==> config.mk <==
export PLATFORM = sky130hd
export DESIGN_NAME = pwr_seq_ctrl
export DESIGN_NICKNAME = d
export VERILOG_FILES = /design/src/rtl/pwr_seq_pkg.sv /design/src/rtl/pwr_seq_fsm.sv /design/src/rtl/pwr_seq_rst_timer.sv /design/src/rtl/pwr_seq_irq.sv /design/src/rtl/pwr_seq_ctrl.sv
export SDC_FILE = /design/constraint.sdc
export NUM_CORES = 1
export LEC_CHECK = 0
export CORE_AREA = 4 4 59 61
export CTS_CLUSTER_SIZE = 10
export DETAILED_ROUTE_END_ITERATION = 7
export DIE_AREA = 0 0 63 65
export DONT_BUFFER_PORTS = 1
export PLACE_DENSITY = 0.72
export SLEW_MARGIN = 10
export SYNTH_ARGS = -nofsm -noshare
export SYNTH_HDL_FRONTEND = slang
export SYNTH_SLANG_ARGS = --single-unit
export TNS_END_PERCENT = 5
==> constraint.sdc <==
create_clock -name clk -period 2.51 [get_ports clk]
set_input_delay 0.6275 -clock clk [delete_from_list [all_inputs] [get_ports clk]]
set_output_delay 0.6275 -clock clk [all_outputs]
set_load 0.02 [all_outputs]
==> src/rtl/pwr_seq_pkg.sv <==
`timescale 1ns/1ps
// Package: shared state encoding and rail layout for the power sequencer.
// Assumes five rails: three gated by hold lines, two driven by register bits.
package pwr_seq_pkg;

    localparam int HOLD_W    = 3;
    localparam int AUX_W     = 2;
    localparam int RAIL_W    = HOLD_W + AUX_W;
    localparam int RAIL_MAIN = 0;
    localparam int RAIL_AUX0 = HOLD_W;
    localparam int RAIL_AUX1 = HOLD_W + 1;

    typedef enum logic [2:0] {
        ST_OFF = 3'd0,  // everything off, waiting for a press
        ST_PRI = 3'd1,  // main rail ramping
        ST_SEQ = 3'd2,  // aux rails on, reset period running
        ST_RUN = 3'd3,  // processor owns the rails through hold lines
        ST_HOT = 3'd4   // thermal lockout
    } seq_st_t;

endpackage

==> src/rtl/pwr_seq_fsm.sv <==
`timescale 1ns/1ps
// Module: sequencing state machine.
// Decides the next state from the button, hold lines, rail flags and the
// thermal flags. Emits a pulse that restarts the reset timer and a pulse
// that marks a start-up for the interrupt logic.
// Assumes all inputs are synchronous to clk.
module pwr_seq_fsm
    import pwr_seq_pkg::*;
(
    input  logic              clk,
    input  logic              rst_n,
    input  logic              btn_n,
    input  logic              btn_gnd,
    input  logic [HOLD_W-1:0] hold,
    input  logic              pgood_94,
    input  logic              rst_rel,
    input  logic              ot_trip,
    input  logic              ot_clear,
    output seq_st_t           st,
    output seq_st_t           st_nxt,
    output logic              tmr_start,
    output logic              startup_evt
);

    logic any_hold;
    logic abort;
    logic nxt_live;
    logic cur_live;

    assign any_hold = |hold;
    assign abort    = btn_n && !any_hold;

    // Next-state decision; thermal trip outranks every other cause.
    always_comb begin
        st_nxt = st;
        unique case (st)
            ST_OFF: begin
                if (ot_trip)     st_nxt = ST_HOT;
                else if (!btn_n) st_nxt = ST_PRI;
            end
            ST_PRI: begin
                if (ot_trip)       st_nxt = ST_HOT;
                else if (abort)    st_nxt = ST_OFF;
                else if (pgood_94) st_nxt = ST_SEQ;
            end
            ST_SEQ: begin
                if (ot_trip)                  st_nxt = ST_HOT;
                else if (abort)               st_nxt = ST_OFF;
                else if (rst_rel && any_hold) st_nxt = ST_RUN;
            end
            ST_RUN: begin
                if (ot_trip)        st_nxt = ST_HOT;
                else if (!any_hold) st_nxt = ST_OFF;
            end
            ST_HOT: begin
                if (ot_clear && !ot_trip) st_nxt = ST_OFF;
            end
            default: st_nxt = ST_OFF;
        endcase
    end

    // Whether the current and next states keep the processor powered.
    assign cur_live = (st == ST_SEQ) || (st == ST_RUN);
    assign nxt_live = (st_nxt == ST_SEQ) || (st_nxt == ST_RUN);

    // Timer restarts on entry to sequencing or on a hard press while live.
    assign tmr_start = ((st == ST_PRI) && (st_nxt == ST_SEQ)) ||
                       (btn_gnd && cur_live && nxt_live);

    // A start-up is the step out of the off state into main-rail ramp.
    assign startup_evt = (st == ST_OFF) && (st_nxt == ST_PRI);

    // State register.
    always_ff @(posedge clk) begin
        if (!rst_n) st <= ST_OFF;
        else        st <= st_nxt;
    end

endmodule

==> src/rtl/pwr_seq_rst_timer.sv <==
`timescale 1ns/1ps
// Module: processor reset timer.
// A down-counter loaded with RST_TICKS on each restart pulse. When it is
// empty and the main rail is in its window, the release flag is set. The
// flag is cleared on a restart and whenever the next state is not powered.
// Assumes restart is a single-cycle pulse from the state machine.
module pwr_seq_rst_timer
    import pwr_seq_pkg::*;
#(
    parameter int RST_TICKS = 26_000_000
) (
    input  logic    clk,
    input  logic    rst_n,
    input  logic    start,
    input  seq_st_t st_nxt,
    input  logic    in_reg,
    output logic    rst_rel
);

    localparam int CW = $clog2(RST_TICKS + 1);

    logic [CW-1:0] cnt;
    logic          live;
    logic          expired;

    assign live    = (st_nxt == ST_SEQ) || (st_nxt == ST_RUN);
    assign expired = (cnt == '0);

    // Counter load and decrement, plus the qualified release flag.
    always_ff @(posedge clk) begin
        if (!rst_n) begin
            cnt     <= '0;
            rst_rel <= 1'b0;
        end else if (start) begin
            cnt     <= CW'(RST_TICKS);
            rst_rel <= 1'b0;
        end else begin
            if (!expired) cnt <= cnt - 1'b1;
            if (!live)                  rst_rel <= 1'b0;
            else if (expired && in_reg) rst_rel <= 1'b1;
        end
    end

endmodule

==> src/rtl/pwr_seq_irq.sv <==
`timescale 1ns/1ps
// Module: interrupt latch.
// Set by a start-up pulse or by the rising edge of any unmasked fault.
// Cleared by the poll strobe. A set event on the same edge wins.
// Assumes the fault bits are synchronous levels.
module pwr_seq_irq #(
    parameter int NUM_FAULTS = 4
) (
    input  logic                  clk,
    input  logic                  rst_n,
    input  logic                  startup_evt,
    input  logic [NUM_FAULTS-1:0] fault_in,
    input  logic [NUM_FAULTS-1:0] fault_unmask,
    input  logic                  irq_ack,
    output logic                  irq_q
);

    logic [NUM_FAULTS-1:0] fault_q;
    logic [NUM_FAULTS-1:0] rise;
    logic                  set_evt;

    // Per-bit rising-edge detect gated by the mask.
    for (genvar i = 0; i < NUM_FAULTS; i++) begin : g_edge
        assign rise[i] = fault_in[i] && !fault_q[i] && fault_unmask[i];
    end

    assign set_evt = startup_evt || (|rise);

    // Previous fault levels and the latch itself.
    always_ff @(posedge clk) begin
        if (!rst_n) begin
            fault_q <= '0;
            irq_q   <= 1'b0;
        end else begin
            fault_q <= fault_in;
            if (set_evt)      irq_q <= 1'b1;
            else if (irq_ack) irq_q <= 1'b0;
        end
    end

endmodule

==> src/rtl/pwr_seq_ctrl.sv <==
`timescale 1ns/1ps
// Module: push-button power sequencing controller (top).
// Connects the state machine, the reset timer and the interrupt latch, and
// decodes the rail enables from the state. An over-temperature flag masks
// the rail enables in the same cycle. Assumes debounced synchronous inputs.
module pwr_seq_ctrl
    import pwr_seq_pkg::*;
#(
    parameter int RST_TICKS  = 26_000_000,
    parameter int NUM_FAULTS = 4
) (
    input  logic                  clk,
    input  logic                  rst_n,
    input  logic                  btn_n,
    input  logic                  btn_gnd,
    input  logic [2:0]            hold,
    input  logic                  pgood_94,
    input  logic                  in_reg,
    input  logic                  ot_trip,
    input  logic                  ot_clear,
    input  logic [1:0]            aux_en,
    input  logic [NUM_FAULTS-1:0] fault_in,
    input  logic [NUM_FAULTS-1:0] fault_unmask,
    input  logic                  irq_ack,
    output logic [4:0]            rail_en,
    output logic                  rst_out_n,
    output logic                  irq_n
);

    seq_st_t st;
    seq_st_t st_nxt;
    logic    tmr_start;
    logic    startup_evt;
    logic    rst_rel;
    logic    irq_q;
    logic [RAIL_W-1:0] rail_dec;

    pwr_seq_fsm u_fsm (
        .clk         (clk),
        .rst_n       (rst_n),
        .btn_n       (btn_n),
        .btn_gnd     (btn_gnd),
        .hold        (hold),
        .pgood_94    (pgood_94),
        .rst_rel     (rst_rel),
        .ot_trip     (ot_trip),
        .ot_clear    (ot_clear),
        .st          (st),
        .st_nxt      (st_nxt),
        .tmr_start   (tmr_start),
        .startup_evt (startup_evt)
    );

    pwr_seq_rst_timer #(
        .RST_TICKS (RST_TICKS)
    ) u_tmr (
        .clk     (clk),
        .rst_n   (rst_n),
        .start   (tmr_start),
        .st_nxt  (st_nxt),
        .in_reg  (in_reg),
        .rst_rel (rst_rel)
    );

    pwr_seq_irq #(
        .NUM_FAULTS (NUM_FAULTS)
    ) u_irq (
        .clk          (clk),
        .rst_n        (rst_n),
        .startup_evt  (startup_evt),
        .fault_in     (fault_in),
        .fault_unmask (fault_unmask),
        .irq_ack      (irq_ack),
        .irq_q        (irq_q)
    );

    // Rail enable decode from the state, overridden by a thermal trip.
    always_comb begin
        rail_dec = '0;
        unique case (st)
            ST_PRI: rail_dec[RAIL_MAIN] = 1'b1;
            ST_SEQ: begin
                rail_dec[RAIL_MAIN] = 1'b1;
                rail_dec[RAIL_AUX0] = 1'b1;
                rail_dec[RAIL_AUX1] = 1'b1;
            end
            ST_RUN: rail_dec = {aux_en, hold};
            default: rail_dec = '0;
        endcase
        if (ot_trip) rail_dec = '0;
    end

    assign rail_en   = rail_dec;
    assign rst_out_n = rst_rel;
    assign irq_n     = !irq_q;

endmodule

==> results.py, run 1 <==
metrics = {
    "placement": {
        "dp_slack_ns": 0.2911,
        "dp_hpwl_microns": 2669,
        "finalWeightedCongestion": 0.7975,
        "io_buffers": 0,
        "placed_area_sq_um": 1804,
    },
    "global_route": {
        "grt_util_all_layers_pct": 19.24,
        "grt_max_degree": 17,
        "grt_pass1_wl_microns": 6279,
        "grt.overflow.total": 0,
        "grt_pass1_vias": 1462,
        "antenna_found_initial": 0,
    },
    "clock_network": {
        "root_buffer": "clkbuf_4",
        "post_cts_buffers": 0,
        "clock_sinks": 34,
        "numCtsBuffers": 5,
        "h-tree-depth": 2,
        "clk_pin_slew_ns": 0.11,
        "ctsResizeCount": 0,
        "clk_path_buf_depth": 2,
        "hold_buffers": 0,
        "cts_tree": "done",
        "clk_latency_ns": 0.35,
    },
    "route": {
        "drtPass1Iterations": 5,
        "routedWlPerCell_microns": 15.33,
        "vias": 1457,
        "detail-route-antenna-nets": 0,
        "drt_iter0_markers": 58,
        "drc": 0,
        "vias_per_cell": 6.174,
        "drt_wl_total_microns": 3619,
    },
    "floorplanning": {
        "die_w_microns": 63,
        "coreArea_sq_um": 2978,
        "initial_core_util_pct": 58.95,
        "die_h_microns": 65,
        "die_area_sq_um": 4095,
        "pin_count": 29,
        "rows": 20,
    },
    "critical_path": {
        "critPathMostFrequentCell": "or4_4",
        "crit_arrival_ns": 2.45,
        "regToRegSetupSlack_ns": 0.28,
        "reg2reg_depth": 5,
        "crit_slowest_cell": "or4_4",
        "crit_chain": "or4_4, or4_4, nor3_4, or4_1, a21oi_1",
        "worstSetupPathType": "flip-flop to flip-flop",
        "cp-endpoint": "u_tmr.cnt[8]$_SDFFE_PP0P_",
        "cp.required_ns": 2.73,
        "slowest_delay_ns": 0.59,
        "timing.rr.end": "u_tmr.cnt[8]$_SDFFE_PP0P_",
        "startpoint": "u_tmr.cnt[2]$_SDFFE_PP0P_",
        "endpoint_kind": "flip-flop",
        "critical_path.max_fanout": 6,
        "crit-reg2reg-launch": "u_tmr.cnt[2]$_SDFFE_PP0P_",
        "startpoint_type": "flip-flop",
    },
    "synth": {
        "ys_ff_latch": 34,
        "syn_area_sq_um": 1755,
        "synth_cells": 197,
        "yosys.cell_types.count": 44,
        "synthTopCellsByArea": "dfxtp_1, xnor2_1, a21oi_1",
        "synth_edf_count": 0,
        "ys.flop_type": "dfxtp_1",
        "synth.net_count": 220,
        "yosysMostFrequentCell": "dfxtp_1",
        "ys_warn_count": 0,
        "ys_seq_area_share_pct": 38.77,
        "avgSynthCellArea_sq_um": 8.911,
        "async_flop_share_pct": 0,
        "yosysTopAreaCellShare_pct": 38.77,
        "synth_top_area_cell": "dfxtp_1",
        "synthTopCellsByCount": "dfxtp_1, a21oi_1, nor2_1",
    },
    "power": {
        "power_mw": 2.565,
        "power_density_nw_per_um2": 1373,
        "p_leak_nw": 0.6786,
        "vdd_drop_max_v": 0.001081,
    },
    "final_layout": {
        "fillCellCount": 266,
        "finish.net_count": 225,
        "n_antenna_cell": 0,
        "post-route-cell-area_sq_um": 1868,
        "drive_above_1_share_pct": 14.29,
        "syn2layout_area_growth_pct": 6.415,
    },
    "timing": {
        "finalHoldViolations": 0,
        "setup-tns-final_ns": 0,
        "rsz0062_at_grt": "no",
        "setup_ws_ns": 0.2815,
        "clock_skew_ns": 0.009603,
        "period_needed_ns": 2.229,
        "worstMarginPinSlew_ns": 0.5951,
        "setup_viol": 0,
        "finalMaxSlewViolations": 0,
        "hold_slack_ns": 0.3964,
        "relSlewSlack_pct": 59.99,
        "fmax_mhz": 448.7,
        "finalCritPeriodShare_pct": 88.79,
    },
    "min_path": {
        "min_path_type": "input pin to flip-flop",
        "hp-start": "fault_in[1]",
    },
    "status": {
        "status": "finished, final reports clean",
    },
    "job": {
        "cap_viol_max_count": 0,
    },
}
==> sequential cells by signal, indices dropped and copies added, names as in the netlist <==
| name | flops |
|---|---|
| u_tmr.cnt | 25 |
| u_irq.fault_q | 4 |
| u_fsm.st | 3 |
| u_irq.irq_q | 1 |
| u_tmr.rst_rel | 1 |
==> per-stage QoR <==
step,std cells,util [%]
6_report,236,62.73
3_3_place_gp,228,60.59
2_1_floorplan,197,-
3_5_place_dp,228,60.59
4_1_cts,236,62.73
5_1_grt,236,62.73
==> cell families after synthesis <==
| group | Yosys count | share of synthesized area (%) |
|---|---|---|
| DFF | 34 | 38.77 |
| and+or+nand+nor | 72 | 26.16 |
| muxes | 1 | 0.5702 |
| buffers and inverters | 16 | 3.635 |
| AOI/OAI and AO/OA | 57 | 22.17 |
| adders and majority gates | 1 | 0.7126 |
| xor gates and xnor gates | 16 | 7.983 |
==> per-layer routing <==
metal	part of all wire [%]	up-vias	GRT usage, %
li1	-	739	-
met1	46	667	22.73
met2	48	44	32.94
met3	5.1	7	4.853
met4	1.6	0	8.264
met5	0	-	0
==> cells in the final DEF, fill, tap and decap left out, types with 4 or more instances in the layout <==
master / n
inv_1: 9
nor2_1: 18
o31ai_1: 4
a31oi_1: 4
nor3_1: 6
a21oi_1: 21
nand2_1: 12
or4_1: 4
clkbuf_4: 5
a211oi_1: 7
and2_1: 5
buf_4: 5
xnor2_1: 13
dfxtp_1: 34
o21ai_0: 4
==> worst min-delay path by stage <==
stage	slack [ns]	cells after the start	end
after floorplan	0.46	2	u_tmr.cnt[5]$_SDFFE_PP0P_
after global placement	0.49	2	u_tmr.cnt[21]$_SDFFE_PP0P_
after detailed placement	0.51	2	u_tmr.cnt[5]$_SDFFE_PP0P_
after CTS	0.39	1	u_irq.fault_q[3]$_SDFF_PN0_
after global routing	0.38	1	u_irq.fault_q[3]$_SDFF_PN0_
final	0.40	1	u_irq.fault_q[1]$_SDFF_PN0_
==> power by group <==
part,switching [mW],internal (mW)
combinational,0.814,0.591
clock,0.195,0.135
sequential,0.147,0.684
total,1.16,1.41
==> final cells by class <==
class / count / area, sq um / area share, %
clock buffer: 6 / 51.30 / 2.746
multi-input combinational: 147 / 1011 / 54.12
tap: 33 / 41.29 / 2.210
timing repair buffer: 5 / 37.54 / 2.009
inverter: 9 / 33.78 / 1.808
clock inverter: 2 / 12.51 / 0.6698
sequential: 34 / 680.7 / 36.44
==> critical path: cells and delay by family, from the launching register on <==
kind / cells / cell delay, ns
AND/OR/NAND/NOR: 4 / 1.63
flip-flops: 1 / 0.39
AO/OA/AOI/OAI: 1 / 0.08
(Power assumes the default switching activity.)
==> run 2: changes to the inputs <==
--- a/config.mk
+++ b/config.mk
@@ -5,12 +5,13 @@
 export SDC_FILE = /design/constraint.sdc
 export NUM_CORES = 1
 export LEC_CHECK = 0
-export CORE_AREA = 4 4 59 61
+export CORE_AREA = 4 4 57 59
 export CTS_CLUSTER_SIZE = 10
 export DETAILED_ROUTE_END_ITERATION = 7
-export DIE_AREA = 0 0 63 65
+export DIE_AREA = 0 0 61 63
 export DONT_BUFFER_PORTS = 1
-export PLACE_DENSITY = 0.72
+export GPL_ROUTABILITY_DRIVEN = 0
+export PLACE_DENSITY = 0.77
 export SLEW_MARGIN = 10
 export SYNTH_ARGS = -nofsm -noshare
 export SYNTH_HDL_FRONTEND = slang
==> constraint.sdc (replaced) <==
create_clock -name clk -period 2.7 [get_ports clk]
set_input_delay 0.675 -clock clk [delete_from_list [all_inputs] [get_ports clk]]
set_output_delay 0.675 -clock clk [all_outputs]
set_load 0.02 [all_outputs]
==> run 2 against run 1 <==
  * Largest cell class unchanged
  * Register-to-register slack better by 0.23 ns
  * Critical path depth down 2
  * Via count up 1.8%
  * Combinational power down 8%
  * Die area down 6.2%
  * Wire length up 0.53%
  * Clock power up 50%
  * Utilization up 7.6 points
  * Sequential share of layout area down 0.72 points
==> results.py, run 2 (synthesis gave the netlist of run 1 again) <==
metrics = {
    "global_route": {
        "met3_usage_pct": 5.785,
        "grt_max_degree": 17,
        "grt_util_met2_pct": 35.03,
        "grt_pass1_wl_microns": 5920,
        "met1_usage_pct": 22.12,
        "grt_util_all_layers_pct": 20.08,
        "grt_pass1_vias": 1439,
        "top_usage_layer": "met2",
        "antenna_found_initial": 0,
        "grt.overflow.total": 0,
    },
    "timing": {
        "setup_viol": 0,
        "rsz0062_at_grt": "no",
        "fmax_mhz": 445.6,
        "relSlewSlack_pct": 65.30,
        "setup_ws_ns": 0.4557,
        "hold_slack_ns": 0.4347,
        "clock_skew_ns": 0.01394,
        "finalMaxSlewViolations": 0,
        "period_needed_ns": 2.244,
        "worstMarginPinSlew_ns": 0.5192,
        "finalHoldViolations": 0,
        "finalCritPeriodShare_pct": 83.12,
        "setup-tns-final_ns": 0,
    },
    "route": {
        "detail-route-antenna-nets": 0,
        "drt_iter0_markers": 52,
        "vias": 1483,
        "vias_per_cell": 6.365,
        "routedWlPerCell_microns": 15.61,
        "drc": 0,
        "drt_wl_total_microns": 3638,
        "drtPass1Iterations": 4,
    },
    "placement": {
        "dp_slack_ns": 0.4893,
        "io_buffers": 0,
        "dp_hpwl_microns": 2566,
        "placed_area_sq_um": 1794,
        "placed_cells": 225,
    },
    "final_layout": {
        "stdcell_count": 233,
        "mostFrequentLayoutCells": "dfxtp_1, a21oi_1, nor2_1, xnor2_1, nand2_1",
        "finish.net_count": 224,
        "fin_util_pct": 70.31,
        "reg_top3": "u_tmr.cnt (25), u_irq.fault_q (4), u_fsm.st (3)",
        "post-route-cell-area_sq_um": 1906,
        "layout_commonest_cell": "dfxtp_1",
        "largest_reg_flops": 25,
        "top_register": "u_tmr.cnt",
        "drive_above_1_share_pct": 13.86,
        "syn2layout_area_growth_pct": 8.553,
        "n_antenna_cell": 0,
    },
    "clock_network": {
        "cts_tree": "done",
        "h-tree-depth": 2,
        "clk_pin_slew_ns": 0.11,
        "hold_buffers": 0,
        "post_cts_buffers": 0,
        "numCtsBuffers": 5,
        "clk_path_buf_depth": 2,
        "root_buffer": "clkbuf_4",
        "clk_latency_ns": 0.35,
        "clock_sinks": 34,
        "ctsResizeCount": 0,
    },
    "critical_path": {
        "endpoint_kind": "output pin",
        "crit_buf_inv": 0,
        "slowest_delay_ns": 0.43,
        "crit_family": "compound AO/OA/AOI/OAI gates",
        "crit_chain": "nor2_1, o21ai_0, a31oi_1",
        "crit_slowest_cell": "a31oi_1",
        "crit_arrival_ns": 1.57,
        "cp.required_ns": 2.03,
        "startpoint_type": "flip-flop",
        "critical_path.max_fanout": 6,
        "worstSetupPathType": "flip-flop to output pin",
    },
    "floorplanning": {
        "coreArea_sq_um": 2710,
        "rows": 19,
        "initial_core_util_pct": 64.77,
        "die_h_microns": 63,
        "die_area_sq_um": 3843,
        "pin_count": 29,
        "die_w_microns": 61,
    },
    "status": {
        "status": "finished, final reports clean",
    },
    "power": {
        "power_density_nw_per_um2": 1348,
        "vdd_drop_max_v": 0.0009469,
        "p_leak_nw": 0.6991,
        "power_mw": 2.569,
    },
    "min_path": {
        "min_path_type": "input pin to flip-flop",
    },
    "job": {
        "cap_viol_max_count": 0,
    },
}
-- run 2: metal layers --
metal,wire length [microns],part of all wire (%)
met1,1570,43
met4,61,1.7
met3,233,6.4
met5,0,0
met2,1773,49
-- run 2: worst paths after layout --
check	cells past startpoint	slack (ns)	startpoint	to
worst max-delay path	3	0.46	u_fsm.st[2]$_SDFF_PN0_	rail_en[0]
worst min-delay path	1	0.43	fault_in[2]	u_irq.fault_q[2]$_SDFF_PN0_
worst max register to register	5	0.51	u_tmr.cnt[20]$_SDFFE_PP0P_	u_tmr.cnt[8]$_SDFFE_PP0P_
worst min register to register	2	0.51	u_tmr.cnt[5]$_SDFFE_PP0P_	u_tmr.cnt[5]$_SDFFE_PP0P_
-- run 2: worst reg2reg max path, stage by stage, from the launching register on --
cell	delay, ns
dfxtp_1	0.35
or4_1	0.63
or4_4	0.58
nor3_4	0.28
or4_1	0.16
a21oi_1	0.06
-- run 2: area by class of cell --
class,instances,area [sq um]
inverter,9,33.78
clock inverter,2,60.06
sequential,34,680.7
tap,31,38.79
timing repair buffer,4,30.03
fill,223,804.5
multi-input combinational,147,1011
clock buffer,6,51.30
-- run 2: report_power, final --
group          switching [mW]  internal, mW  total [mW]
logic                   0.759         0.541        1.30
clock network           0.181         0.314       0.495
registers               0.138         0.636       0.774
